File: src/rtl/ia_pkg.sv
package ia_pkg;
    localparam int REG_W     = 8;
    localparam int NUM_BANKS = 2;
    localparam int SRC_W     = REG_W * NUM_BANKS;

    typedef logic [REG_W-1:0] stat_t;

    // Implemented bits per bank.
    function automatic stat_t bank_impl(input int b);
        return (b == 0) ? 8'hFF : 8'hE3;
    endfunction

    // Bits that may pull the alert line low.
    function automatic stat_t bank_cap(input int b);
        return (b == 0) ? 8'h7F : 8'h03;
    endfunction

    typedef struct packed {
        logic               valid;
        logic [NUM_BANKS-1:0] hit;
    } rd_req_t;
endpackage

File: src/rtl/ia_addr_decode.sv
module ia_addr_decode
    import ia_pkg::*;
#(
    parameter int ADDR_W = 8,
    parameter logic [NUM_BANKS*ADDR_W-1:0] BANK_ADDRS = '0
) (
    input  logic              rd_en,
    input  logic [ADDR_W-1:0] rd_addr,
    output rd_req_t           req
);
    logic [NUM_BANKS-1:0] hit_w;

    for (genvar b = 0; b < NUM_BANKS; b++) begin : g_dec
        assign hit_w[b] = rd_en && (rd_addr == BANK_ADDRS[b*ADDR_W +: ADDR_W]);
    end

    assign req.valid = |hit_w;
    assign req.hit   = hit_w;
endmodule

File: src/rtl/ia_status_bank.sv
module ia_status_bank
    import ia_pkg::*;
#(
    parameter stat_t IMPL = '1,
    parameter stat_t CAP  = '1
) (
    input  logic  clk,
    input  logic  rst,
    input  stat_t cause_raw,
    input  stat_t mask,
    input  logic  clr,
    output stat_t stat,
    output logic  alert_req
);
    stat_t cause;
    stat_t stat_q;

    assign cause = cause_raw & ~mask & IMPL;

    // Set beats clear: a live cause is re-applied on the clearing edge.
    always_ff @(posedge clk) begin
        if (rst) begin
            stat_q <= '0;
        end else begin
            stat_q <= (cause | (clr ? '0 : stat_q)) & IMPL;
        end
    end

    assign stat      = stat_q;
    assign alert_req = |(stat_q & CAP);
endmodule

File: src/rtl/ia_alert_ara.sv
module ia_alert_ara
    import ia_pkg::*;
(
    input  logic                 clk,
    input  logic                 rst,
    input  logic [NUM_BANKS-1:0] alert_req,
    input  logic                 ara_hit,
    output logic                 alert_n,
    output logic                 ara_ack
);
    logic any_alert;

    assign any_alert = |alert_req;
    assign alert_n   = ~any_alert;

    always_ff @(posedge clk) begin
        if (rst) begin
            ara_ack <= 1'b0;
        end else begin
            ara_ack <= ara_hit && any_alert;
        end
    end
endmodule

File: src/rtl/intr_alert_mgr.sv
module intr_alert_mgr
    import ia_pkg::*;
#(
    parameter int          ADDR_W      = 8,
    parameter logic [7:0]  STAT_A_ADDR = 8'h23,
    parameter logic [7:0]  STAT_B_ADDR = 8'h24
) (
    input  logic              clk,
    input  logic              rst,
    input  logic [14:0]       cond_i,
    input  logic              pwr_good_i,
    input  logic [15:0]       src_mask_i,
    input  logic              rd_en_i,
    input  logic [ADDR_W-1:0] rd_addr_i,
    output logic [7:0]        rd_data_o,
    input  logic              ara_hit_i,
    output logic              ara_ack_o,
    output logic              alert_n_o
);
    localparam logic [NUM_BANKS*ADDR_W-1:0] BANK_ADDRS =
        {STAT_B_ADDR[ADDR_W-1:0], STAT_A_ADDR[ADDR_W-1:0]};

    logic [SRC_W-1:0]     raw_src;
    rd_req_t              req;
    stat_t                stat_w [NUM_BANKS];
    logic [NUM_BANKS-1:0] alert_req;
    stat_t                stat_a;
    stat_t                stat_b;
    stat_t                rd_q;

    // Power-good fault is the inverted supply level.
    assign raw_src = {~pwr_good_i, cond_i};

    ia_addr_decode #(
        .ADDR_W     (ADDR_W),
        .BANK_ADDRS (BANK_ADDRS)
    ) u_dec (
        .rd_en   (rd_en_i),
        .rd_addr (rd_addr_i),
        .req     (req)
    );

    for (genvar b = 0; b < NUM_BANKS; b++) begin : g_bank
        ia_status_bank #(
            .IMPL (bank_impl(b)),
            .CAP  (bank_cap(b))
        ) u_bank (
            .clk       (clk),
            .rst       (rst),
            .cause_raw (raw_src[b*REG_W +: REG_W]),
            .mask      (src_mask_i[b*REG_W +: REG_W]),
            .clr       (req.hit[b]),
            .stat      (stat_w[b]),
            .alert_req (alert_req[b])
        );
    end

    assign stat_a = stat_w[0];
    assign stat_b = stat_w[1];

    always_ff @(posedge clk) begin
        if (rst) begin
            rd_q <= '0;
        end else if (req.hit[0]) begin
            rd_q <= stat_a;
        end else if (req.hit[1]) begin
            rd_q <= stat_b;
        end else begin
            rd_q <= '0;
        end
    end

    assign rd_data_o = rd_q;

    ia_alert_ara u_alert (
        .clk       (clk),
        .rst       (rst),
        .alert_req (alert_req),
        .ara_hit   (ara_hit_i),
        .alert_n   (alert_n_o),
        .ara_ack   (ara_ack_o)
    );
endmodule

File: config.mk
export PLATFORM = sky130hd
export DESIGN_NAME = intr_alert_mgr
export DESIGN_NICKNAME = d
export VERILOG_FILES = /design/src/rtl/ia_pkg.sv /design/src/rtl/ia_addr_decode.sv /design/src/rtl/ia_status_bank.sv /design/src/rtl/ia_alert_ara.sv /design/src/rtl/intr_alert_mgr.sv
export SDC_FILE = /design/constraint.sdc
export NUM_CORES = 1
export LEC_CHECK = 0
export BUFFER_PORTS_ARGS = -buffer_cell sky130_fd_sc_hd__buf_2
export CAP_MARGIN = 20
export CORE_MARGIN = 4
export CORE_UTILIZATION = 45
export CTS_CLUSTER_SIZE = 8
export DETAILED_ROUTE_END_ITERATION = 6
export PLACE_DENSITY = 0.89
export SYNTH_ARGS = -nofsm -noshare
export SYNTH_HDL_FRONTEND = slang
export SYNTH_SLANG_ARGS = --single-unit
File: constraint.sdc
create_clock -name clk -period 2.5 [get_ports clk]
set_input_delay 0.125 -clock clk [delete_from_list [all_inputs] [get_ports clk]]
set_output_delay 0.125 -clock clk [all_outputs]
set_load 0.1 [all_outputs]
Yosys cells after proc, flatten, opt, wreduce, memory -nomap -nowiden
Index checks and enable logic that the tools add are counted.
- output and inout port bits: 10
- logic and storage cells: 23
- bits of input ports: 44
- register bits after elaboration: 25
- reduce and logical (&&, ||, !) cells: 4
- equality and inequality tests: 2
- muxes and demuxes: 4
- bitwise logic cells: 8
- operator list (cell ; number):
    8-bit two-way mux ; 4
    8-bit AND ; 2
    8-bit by 6-bit equality test with 1-bit output (second input constant) ; 2
    8-bit inverter ; 2
    8-bit OR ; 2
    9-bit OR reduction ; 1
    1-bit logical AND ; 3
    1-bit inverter ; 2

Depth between registers and ports, before layout
Gate-level depths: netlist of the first run.
- depth after elaboration: 4
- depth in mapped cells: 4
- depth with buffers taken out: 3

Cells and area by module
A second synthesis of the first run with hierarchy kept.
- cells, all modules: 107
- area total of the unflattened synthesis: 945.9 µm²
- by module, submodules not included (module ; seq. area each (µm²) ; cells each ; area each (µm²) ; times used):
    ia_status_bank (g_bank[0].u_bank) ; 160.2 ; 36 ; 319.1 ; 1
    intr_alert_mgr ; 160.2 ; 36 ; 314.1 ; 1
    ia_status_bank (g_bank[1].u_bank) ; 100.1 ; 25 ; 220.2 ; 1
    ia_addr_decode ; 0.0 ; 7 ; 53.8 ; 1
    ia_alert_ara ; 20.0 ; 3 ; 38.8 ; 1

Least setup slack after synthesis of the first run
No wires, ideal clock.
- path kind: reg-to-output
- from: register g_bank[0].u_bank.stat_q[1]
- to: output port alert_n_o
- data arrival time: 1.435 ns
- stages on the path, launching flop included: 3
- path buffers: 0
- setup slack: 0.940 ns
- required time: 2.375 ns
- path through: dfxtp_1 > nor4_1 > and3_1
- longest elaborated chain between the ends: 2
- RTL lines (what ; line ; text):
    start, declared ; ia_status_bank.sv:16 ; stat_t stat_q;
    start signal, assigned ; ia_status_bank.sv:25 ; stat_q <= (cause | (clr ? '0 : stat_q)) & IMPL;
    9-bit OR reduction ; ia_alert_ara.sv:13 ; assign any_alert = |alert_req;
    1-bit inverter ; ia_alert_ara.sv:14 ; assign alert_n = ~any_alert;
    end, declared ; intr_alert_mgr.sv:18 ; output logic alert_n_o
Every way passes these cells.

Final worst setup path of the first run
Ends and elaborated chain as after synthesis.

==> out/metrics.yaml, run 1 <==
critical_path:
  setup.worst_path.end: "alert_n_o"
  critPathKind: "register to output port"
  cp_num_buf_inv: 1
  r2r_slack_ns: 1.48
  crit_chain: "nor4_1 > and3_1 > buf_2"
  critPathRequiredTime_ns: 2.38
  critPathLaunch: "g_bank[0].u_bank.stat[1]$_SDFF_PP0_"
  critical_path_depth: 3
  critical_path_arrival_ns: 1.67
  cp_slowest_cell: "buf_2"
  reg2reg_depth: 2
  cp_top_family: "simple AND/OR/NAND/NOR gates"
  cp-end-kind: "output port"
  max_stage_delay_ns: 0.42
  cp_max_fo: 3
  r2r-end: "u_alert.ara_ack$_SDFF_PP0_"
  cp-start-kind: "register"
  reg2reg_from: "g_bank[0].u_bank.stat[1]$_SDFF_PP0_"
status:
  status: "finished clean"
sta:
  fin_skew_ns: 0.00731
  worst_pin_slew_ns: 0.577
  fin_crit_sh: 0.720
  maxSlewViolCount: 0
  relSlewSlack: 0.614
  fmax_mhz: 556
  worst_slack_ns: 0.700
  min_period_ns: 1.80
  tns_ns: 0
  hold_viol: 0
  rsz0062_at_grt: "false"
  setup-violations-final: 0
logic_synthesis:
  synth_top_area_share: 0.475
  synth_edf_count: 0
  seq_area_frac_synth: 0.475
  syn_nets: 139
  ys_ff_latch: 22
  avgSynthCellArea_um2: 9.76
  synthFlopType: "dfxtp_1"
  synth_top_cell_by_area: "dfxtp_1"
  yosys_warnings: 0
  synth.area.top_cells: "dfxtp_1, o31ai_1, nand2b_1, a21oi_1, nor3_1"
  synth_cell_types: 23
  synth.cells.most_frequent: "dfxtp_1, a21oi_1, o31ai_1"
  synth_most_common_cell: "dfxtp_1"
  syn_inst: 95
  synth-async-reset-ratio: 0
  synth_area_um2: 927
routing:
  wl_per_cell_um: 12.2
  drc: 0
  vias: 860
  first_pass_iters: 4
  drt_iter0_drc: 9
  ant_nets: 0
  vias_per_cell: 5.15
  drt_wl_total_um: 2030
job:
  maxCapViolations: 0
clock_tree:
  cts_setup_buffers: 0
  clk_path_buf_depth: 2
  cts_tree: "built"
  cts_sinks: 22
  clk_pin_slew_worst_paths_ns: 0.12
  htree_levels: 1
  cts_buffers: 3
  clock-root-buffer: "clkbuf_4"
  clk_latency_ns: 0.31
  hold_buffers: 0
  ctsResizeCount: 0
place:
  place_ws_ns: 1.06
  dp.cells: 163
  portBuffers: 47
  routabilityCongestion: 0.779
floorplan:
  floorplan.die.width_um: 53.4
  io_pins: 54
  fp.dieH_um: 53.4
  start_util: 0.473
  rows: 16
  core_area_mm2: 0.00196
  die_area_mm2: 0.00285
hold_path:
  min_path_type: "primary input to register"
  hold_path_depth: 3
pwr:
  leakage_uw: 0.000512
  pwr_density_cell_mw_per_mm2: 562
  ir_worst_vdd_v: 0.000269
  total_power_uw: 676
global_route:
  gr-total-overflow: 0
  antenna_found_initial: 0
  grt_pass1_vias: 693
  grt_usage: 0.138
  grtUsageMet1: 0.166
  grtUsageMet2: 0.229
  grt_pass1_wl_um: 2870
  top_usage_layer: "met2"
  met3_usage: 0.0254
  grt_max_degree: 23
layout:
  nNetsFinal: 185
  antennaDiodeCount: 0
  stdcell_count: 167
  drive_gt1_frac: 0.393
  areaGrowthSynthToFinish_pct: 29.7
[stage by stage]
step | util | instance area [um2] | hold WS [ns]
4_1_cts | 0.613 | 1200 | 0.0368
6_report | 0.613 | 1200 | 0.0274
5_1_grt | 0.613 | 1200 | 0.0400
3_3_place_gp | 0.594 | 1170 | 0.352
3_5_place_dp | 0.594 | 1170 | 0.366
2_1_floorplan | - | 927 | 0.196
[cells by family after synthesis]
family / synth area share
simple gates: 0.263
buf+inv: 0.0364
compound gates: 0.225
flops: 0.475
[layer usage]
metal,wire length (um),vias up
met5,0,-
li1,-,442
met3,166,5
met2,1020,32
met1,805,381
met4,42,0
[where the power goes]
| group | leakage [uW] | internal (uW) | total (uW) | switching [uW] |
|---|---|---|---|---|
| clock network | 0.0000210 | 89.0 | 192 | 103 |
| logic | 0.000311 | 46.6 | 107 | 60.7 |
| registers | 0.000180 | 366 | 377 | 10.7 |
| total | 0.000512 | 502 | 676 | 174 |
[sequential cells by signal, summed over array words and instances (netlist names)]
signal and cells:
g_bank.u_bank.stat 13, rd_data_o 8, u_alert.ara_ack 1
[layout by cell type, fill, tap and decap left out]
| master | Yosys | layout |
|---|---|---|
| or2_4 | 1 | 1 |
| inv_1 | 1 | 1 |
| nor3b_1 | 1 | 1 |
| and3b_1 | 1 | 1 |
| nand2_1 | 2 | 2 |
| dfxtp_1 | 22 | 22 |
| nand2b_1 | 12 | 12 |
| and3_1 | 1 | 1 |
| nor4b_4 | 1 | 1 |
| buf_2 | 0 | 47 |
| nand4bb_4 | 1 | 1 |
| nor2_1 | 1 | 1 |
| a22oi_1 | 5 | 5 |
| nor4_1 | 1 | 1 |
| nand3b_1 | 1 | 1 |
| o31ai_1 | 13 | 13 |
| or3b_1 | 1 | 1 |
| a21oi_1 | 13 | 13 |
| clkbuf_8 | 0 | 1 |
| or2_1 | 1 | 1 |
| a311oi_1 | 1 | 1 |
| nor3_1 | 8 | 8 |
| clkbuf_4 | 0 | 3 |
| or2_2 | 1 | 1 |
[how the worst min path moves through the flow]
| stage | start | endpoint | slack [ns] |
|---|---|---|---|
| floorplan | rst | rd_data_o[4]$_SDFF_PP0_ | 0.20 |
| global placement | ara_hit_i | u_alert.ara_ack$_SDFF_PP0_ | 0.35 |
| detailed placement | ara_hit_i | u_alert.ara_ack$_SDFF_PP0_ | 0.37 |
| CTS | ara_hit_i | u_alert.ara_ack$_SDFF_PP0_ | 0.04 |
| global route | ara_hit_i | u_alert.ara_ack$_SDFF_PP0_ | 0.04 |
| finish | ara_hit_i | u_alert.ara_ack$_SDFF_PP0_ | 0.03 |
[layout make-up]
type	instances	area, um2
clock buffer	4	36.3
fill	194	759
inverter	1	3.75
multi-input combinational	66	453
sequential	22	440
tap	27	33.8
timing repair buffer	47	235
[tightest hold or removal path: stages]
cell and delay, ns:
buf_2 0.10, inv_1 0.04, a311oi_1 0.04
(Power assumes the default switching activity.)
==> run 2: changes to the inputs <==
--- a/config.mk
+++ b/config.mk
@@ -8,10 +8,10 @@
 export BUFFER_PORTS_ARGS = -buffer_cell sky130_fd_sc_hd__buf_2
 export CAP_MARGIN = 20
 export CORE_MARGIN = 4
-export CORE_UTILIZATION = 45
+export CORE_UTILIZATION = 38
 export CTS_CLUSTER_SIZE = 8
 export DETAILED_ROUTE_END_ITERATION = 6
-export PLACE_DENSITY = 0.89
+export PLACE_DENSITY = 0.81
 export SYNTH_ARGS = -nofsm -noshare
 export SYNTH_HDL_FRONTEND = slang
 export SYNTH_SLANG_ARGS = --single-unit
==> constraint.sdc (replaced) <==
create_clock -name clk -period 1.6 [get_ports clk]
set_input_delay 0.08 -clock clk [delete_from_list [all_inputs] [get_ports clk]]
set_output_delay 0.08 -clock clk [all_outputs]
set_load 0.1 [all_outputs]
==> out/metrics.yaml, run 2 (same netlist as run 1, synthesis figures left out) <==
floorplan:
  io_pins: 54
  die_area_mm2: 0.00329
  floorplan.die.width_um: 57.4
  core_area_mm2: 0.00228
  fp.dieH_um: 57.4
  start_util: 0.407
  rows: 17
global_route:
  grt_pass1_wl_um: 3340
  grt_max_degree: 23
  grt_pass1_vias: 804
  antenna_found_initial: 0
  grt_usage: 0.128
  gr-total-overflow: 0
layout:
  nFillCells: 211
  layout_common_cells: "buf_2, dfxtp_1, o31ai_1, a21oi_1, nand2b_1"
  final_common_cell: "buf_2"
  antennaDiodeCount: 0
  nNetsFinal: 187
  areaGrowthSynthToFinish_pct: 35.8
  fin_area_mm2: 0.00126
  largest_reg_flops: 13
  drive_gt1_frac: 0.401
place:
  routabilityCongestion: 0.811
  place_area_mm2: 0.00119
  portBuffers: 47
  dp_hpwl_um: 1700
sta:
  min_period_ns: 1.51
  fmax_mhz: 663
  worst_pin_slew_ns: 0.660
  relSlewSlack: 0.559
  timing.hold.ws_ns: -0.00112
  tns_ns: 0
  maxSlewViolCount: 0
  setup-violations-final: 0
  fin_crit_sh: 0.943
  hold_viol: 1
  fin_skew_ns: 0.0108
  rsz0062_at_grt: "false"
clock_tree:
  cts_setup_buffers: 0
  clock-root-buffer: "clkbuf_4"
  clk_path_buf_depth: 2
  cts_sinks: 22
  clk_pin_slew_worst_paths_ns: 0.13
  cts_buffers: 3
  htree_levels: 1
  clk_latency_ns: 0.31
  cts_tree: "built"
pwr:
  pwr_density_cell_mw_per_mm2: 949
  leakage_uw: 0.000532
  ir_worst_vdd_v: 0.000474
routing:
  wl_per_cell_um: 12.8
  drt_iter0_drc: 11
  ant_nets: 0
  first_pass_iters: 4
  drc: 0
  vias_per_cell: 5.18
  drt_wl_total_um: 2180
  vias: 881
critical_path:
  reg2reg_from: "g_bank[0].u_bank.stat[1]$_SDFF_PP0_"
  critPathKind: "register to output port"
  critPathRequiredTime_ns: 1.52
  setup.worst_path.end: "alert_n_o"
  cp-start-kind: "register"
  r2r-end: "u_alert.ara_ack$_SDFF_PP0_"
  cp_max_fo: 3
  reg2reg_depth: 2
  critPathLaunch: "g_bank[0].u_bank.stat[1]$_SDFF_PP0_"
  r2r_slack_ns: 0.71
  critical_path_arrival_ns: 1.43
  cp-end-kind: "output port"
status:
  status: "complete, but fails checks"
  violations: "negative hold slack"
hold_path:
  min_path_type: "primary input to register"
  hold_path_depth: 3
job:
  maxCapViolations: 0
## run 2: changes by cell type in the layout (fill, tap and decap cells not counted)
cell / delta
buf_12: +1
buf_2: -1
buf_4: +1
bufinv_16: +1
clkbuf_8: -1
dlygate4sd3_1: +1
nor4_1: -1
nor4_2: +1
## run 2: cell type report
class,instances,area [um2],share of cell area
multi-input cells,66,459,0.365
clock inverters,1,30.0,0.0239
repair buffers,49,268,0.213
inverters,1,3.75,0.00298
flip-flops and latches,22,440,0.350
clock buffers,3,22.5,0.0179
well taps,28,35.0,0.0278
## run 2: per-layer routing
metal	wire length, um	track usage	vias up
li1	-	-	446
met4	41	0.0596	0
met1	904	0.157	393
met2	1060	0.210	37
met5	0	0	-
met3	165	0.0294	5
## run 2: critical path, stage by stage (launching register included)
cell,delay [ns]
dfxtp_1,0.35
nor4_2,0.30
and3_1,0.27
buf_12,0.19
## run 2: worst min-delay path by stage
stage / start / endpoint / slack, ns
after floorplan: rst / rd_data_o[4]$_SDFF_PP0_ / 0.15
after global placement: ara_hit_i / u_alert.ara_ack$_SDFF_PP0_ / 0.32
after detailed placement: ara_hit_i / u_alert.ara_ack$_SDFF_PP0_ / 0.32
after CTS: cond_i[0] / g_bank[0].u_bank.stat[0]$_SDFF_PP0_ / 0.001
after global routing: cond_i[14] / g_bank[1].u_bank.stat[6]$_SDFF_PP0_ / 0.007
final: cond_i[0] / g_bank[0].u_bank.stat[0]$_SDFF_PP0_ / -0.001
## run 2: what timing repair did
item / CTS / global route
hold endpoints to repair: 1 / 0
hold buffers: 1 / 0
resized for setup: 0 / 1
setup endpoints to repair: 0 / 1
## run 2: power by group
| group | switching, uW | internal (uW) | total (uW) |
|---|---|---|---|
| registers | 17.3 | 572 | 589 |
| clock network | 170 | 253 | 424 |
| logic | 97.3 | 84.4 | 182 |
| total | 285 | 910 | 1200 |
## run 2: through the flow
| stage | setup WS (ns) | std cells | hold WS (ns) | util | power (uW) |
|---|---|---|---|---|---|
| 2_1_floorplan | 0.0847 | 95 | 0.151 | - | 702 |
| 3_3_place_gp | 0.405 | 165 | 0.322 | 0.523 | 773 |
| 3_5_place_dp | 0.389 | 165 | 0.321 | 0.523 | 779 |
| 4_1_cts | 0.0471 | 170 | 0.00101 | 0.550 | 1200 |
| 5_1_grt | 0.0698 | 170 | 0.00706 | 0.553 | 1240 |
| 6_report | 0.0918 | 170 | -0.00112 | 0.553 | 1200 |
==> run 3: changes to the inputs <==
--- a/config.mk
+++ b/config.mk
@@ -7,11 +7,12 @@
 export LEC_CHECK = 0
 export BUFFER_PORTS_ARGS = -buffer_cell sky130_fd_sc_hd__buf_2
 export CAP_MARGIN = 20
+export CORE_ASPECT_RATIO = 0.9
 export CORE_MARGIN = 4
 export CORE_UTILIZATION = 38
 export CTS_CLUSTER_SIZE = 8
 export DETAILED_ROUTE_END_ITERATION = 6
-export PLACE_DENSITY = 0.81
+export PLACE_DENSITY_LB_ADDON = 0.08
 export SYNTH_ARGS = -nofsm -noshare
 export SYNTH_HDL_FRONTEND = slang
 export SYNTH_SLANG_ARGS = --single-unit
==> out/metrics.yaml, run 3 (same netlist as run 1, synthesis figures left out) <==
critical_path:
  cp-start-kind: "register"
  cp_max_fo: 3
  critPathLaunch: "g_bank[0].u_bank.stat[1]$_SDFF_PP0_"
  cp-end-kind: "output port"
  critPathRequiredTime_ns: 1.52
  critPathKind: "register to output port"
  critical_path_arrival_ns: 1.41
  reg2reg_depth: 2
  reg2reg_from: "g_bank[0].u_bank.stat[1]$_SDFF_PP0_"
sta:
  fin_skew_ns: 0.00285
  fin_crit_sh: 0.930
  fmax_mhz: 672
  relSlewSlack: 0.564
  min_period_ns: 1.49
  timing.hold.ws_ns: 0.00746
  rsz0062_at_grt: "false"
  maxSlewViolCount: 0
  setup-violations-final: 0
  hold_viol: 0
  tns_ns: 0
  worst_pin_slew_ns: 0.653
pwr:
  leakage_uw: 0.000532
  total_power_uw: 1190
  ir_worst_vdd_v: 0.000642
  pwr-share-seq: 0.494
  switching_share: 0.237
  p_sw_uw: 282
  p_clk_frac: 0.354
  comb_power_share: 0.152
  internal_power_uw: 910
  pwr_density_cell_mw_per_mm2: 948
layout:
  final_common_cell: "buf_2"
  layout_common_cells: "buf_2, dfxtp_1, o31ai_1, a21oi_1, nand2b_1"
  final_util: 0.561
  multi_input_area_um2: 459
  drive_gt1_frac: 0.401
  nNetsFinal: 187
  areaGrowthSynthToFinish_pct: 35.6
  stdcell_count: 169
  antennaDiodeCount: 0
  largest_reg_flops: 13
  nFillCells: 231
  regArea_um2: 440
clock_tree:
  cts_tree: "built"
  clk_path_buf_depth: 2
  htree_levels: 1
  clk_latency_ns: 0.31
  cts_buffers: 3
  clk_pin_slew_worst_paths_ns: 0.12
  cts_setup_buffers: 0
  clock-root-buffer: "clkbuf_4"
  cts_sinks: 22
place:
  dp.cells: 164
  dp_hpwl_um: 1650
  routabilityCongestion: 0.664
  portBuffers: 47
floorplan:
  fp.dieH_um: 54.9
  die_area_mm2: 0.00330
  rows: 16
  core_area_mm2: 0.00224
  io_pins: 54
  start_util: 0.414
  floorplan.die.width_um: 60.1
global_route:
  grt_max_degree: 23
  grt_pass1_wl_um: 3200
  grt_usage: 0.133
  antenna_found_initial: 0
  gr-total-overflow: 0
  grt_pass1_vias: 735
routing:
  ant_nets: 0
  first_pass_iters: 4
  drc: 0
  vias: 871
  wl_per_cell_um: 12.8
  drt_iter0_drc: 23
  drt_wl_total_um: 2160
  vias_per_cell: 5.15
hold_path:
  min-delay-start: "cond_i[13]"
  min_path_type: "primary input to register"
  hold_path_depth: 3
job:
  maxCapViolations: 0
status:
  status: "finished clean"
[run 3: per-stage QoR]
stage | setup slack [ns] | instance area [um2]
3_5_place_dp | 0.358 | 1190
4_1_cts | 0.0242 | 1250
2_1_floorplan | 0.0847 | 927
3_3_place_gp | 0.381 | 1190
5_1_grt | 0.0502 | 1260
6_report | 0.111 | 1260
[run 3: final timing paths]
| path | endpoint | slack (ns) |
|---|---|---|
| worst min register to register | rd_data_o[2]$_SDFF_PP0_ | 0.46 |
| worst max-delay path | alert_n_o | 0.11 |
| worst max register to register | u_alert.ara_ack$_SDFF_PP0_ | 0.68 |
| worst min-delay path | g_bank[1].u_bank.stat[5]$_SDFF_PP0_ | 0.007 |
[run 3: power groups by stage]
stage | combinational, uW | sequential [uW] | clock, uW
2_1_floorplan | 92.7 | 610 | 0
3_3_place_gp | 175 | 599 | 0
3_5_place_dp | 178 | 600 | 0
4_1_cts | 181 | 588 | 429
5_1_grt | 197 | 592 | 450
6_report | 181 | 589 | 422
[run 3: per-layer routing]
layer	global-route usage	wire length, um
met3	0.0307	188
met2	0.212	1050
met4	0.0664	17
met5	0	0
met1	0.168	902
[run 3: final cells by class]
class                      instances  area share
timing repair buffer              49       0.213
inverter                           1     0.00299
sequential                        22       0.350
clock buffer                       3      0.0179
multi-input combinational         66       0.365
tap                               27      0.0269
clock inverter                     1      0.0239
[run 3: worst max-delay path: stages (launching register included)]
cell and delay [ns]:
dfxtp_1 0.35, nor4_2 0.32, and3_1 0.25, buf_12 0.18
[run 3: what timing repair did]
| action | CTS | global route |
|---|---|---|
| hold endpoints to repair | 1 | 0 |
| gates resized for setup | 0 | 1 |
| endpoints found under the setup margin | 0 | 1 |
| hold buffers | 1 | 0 |
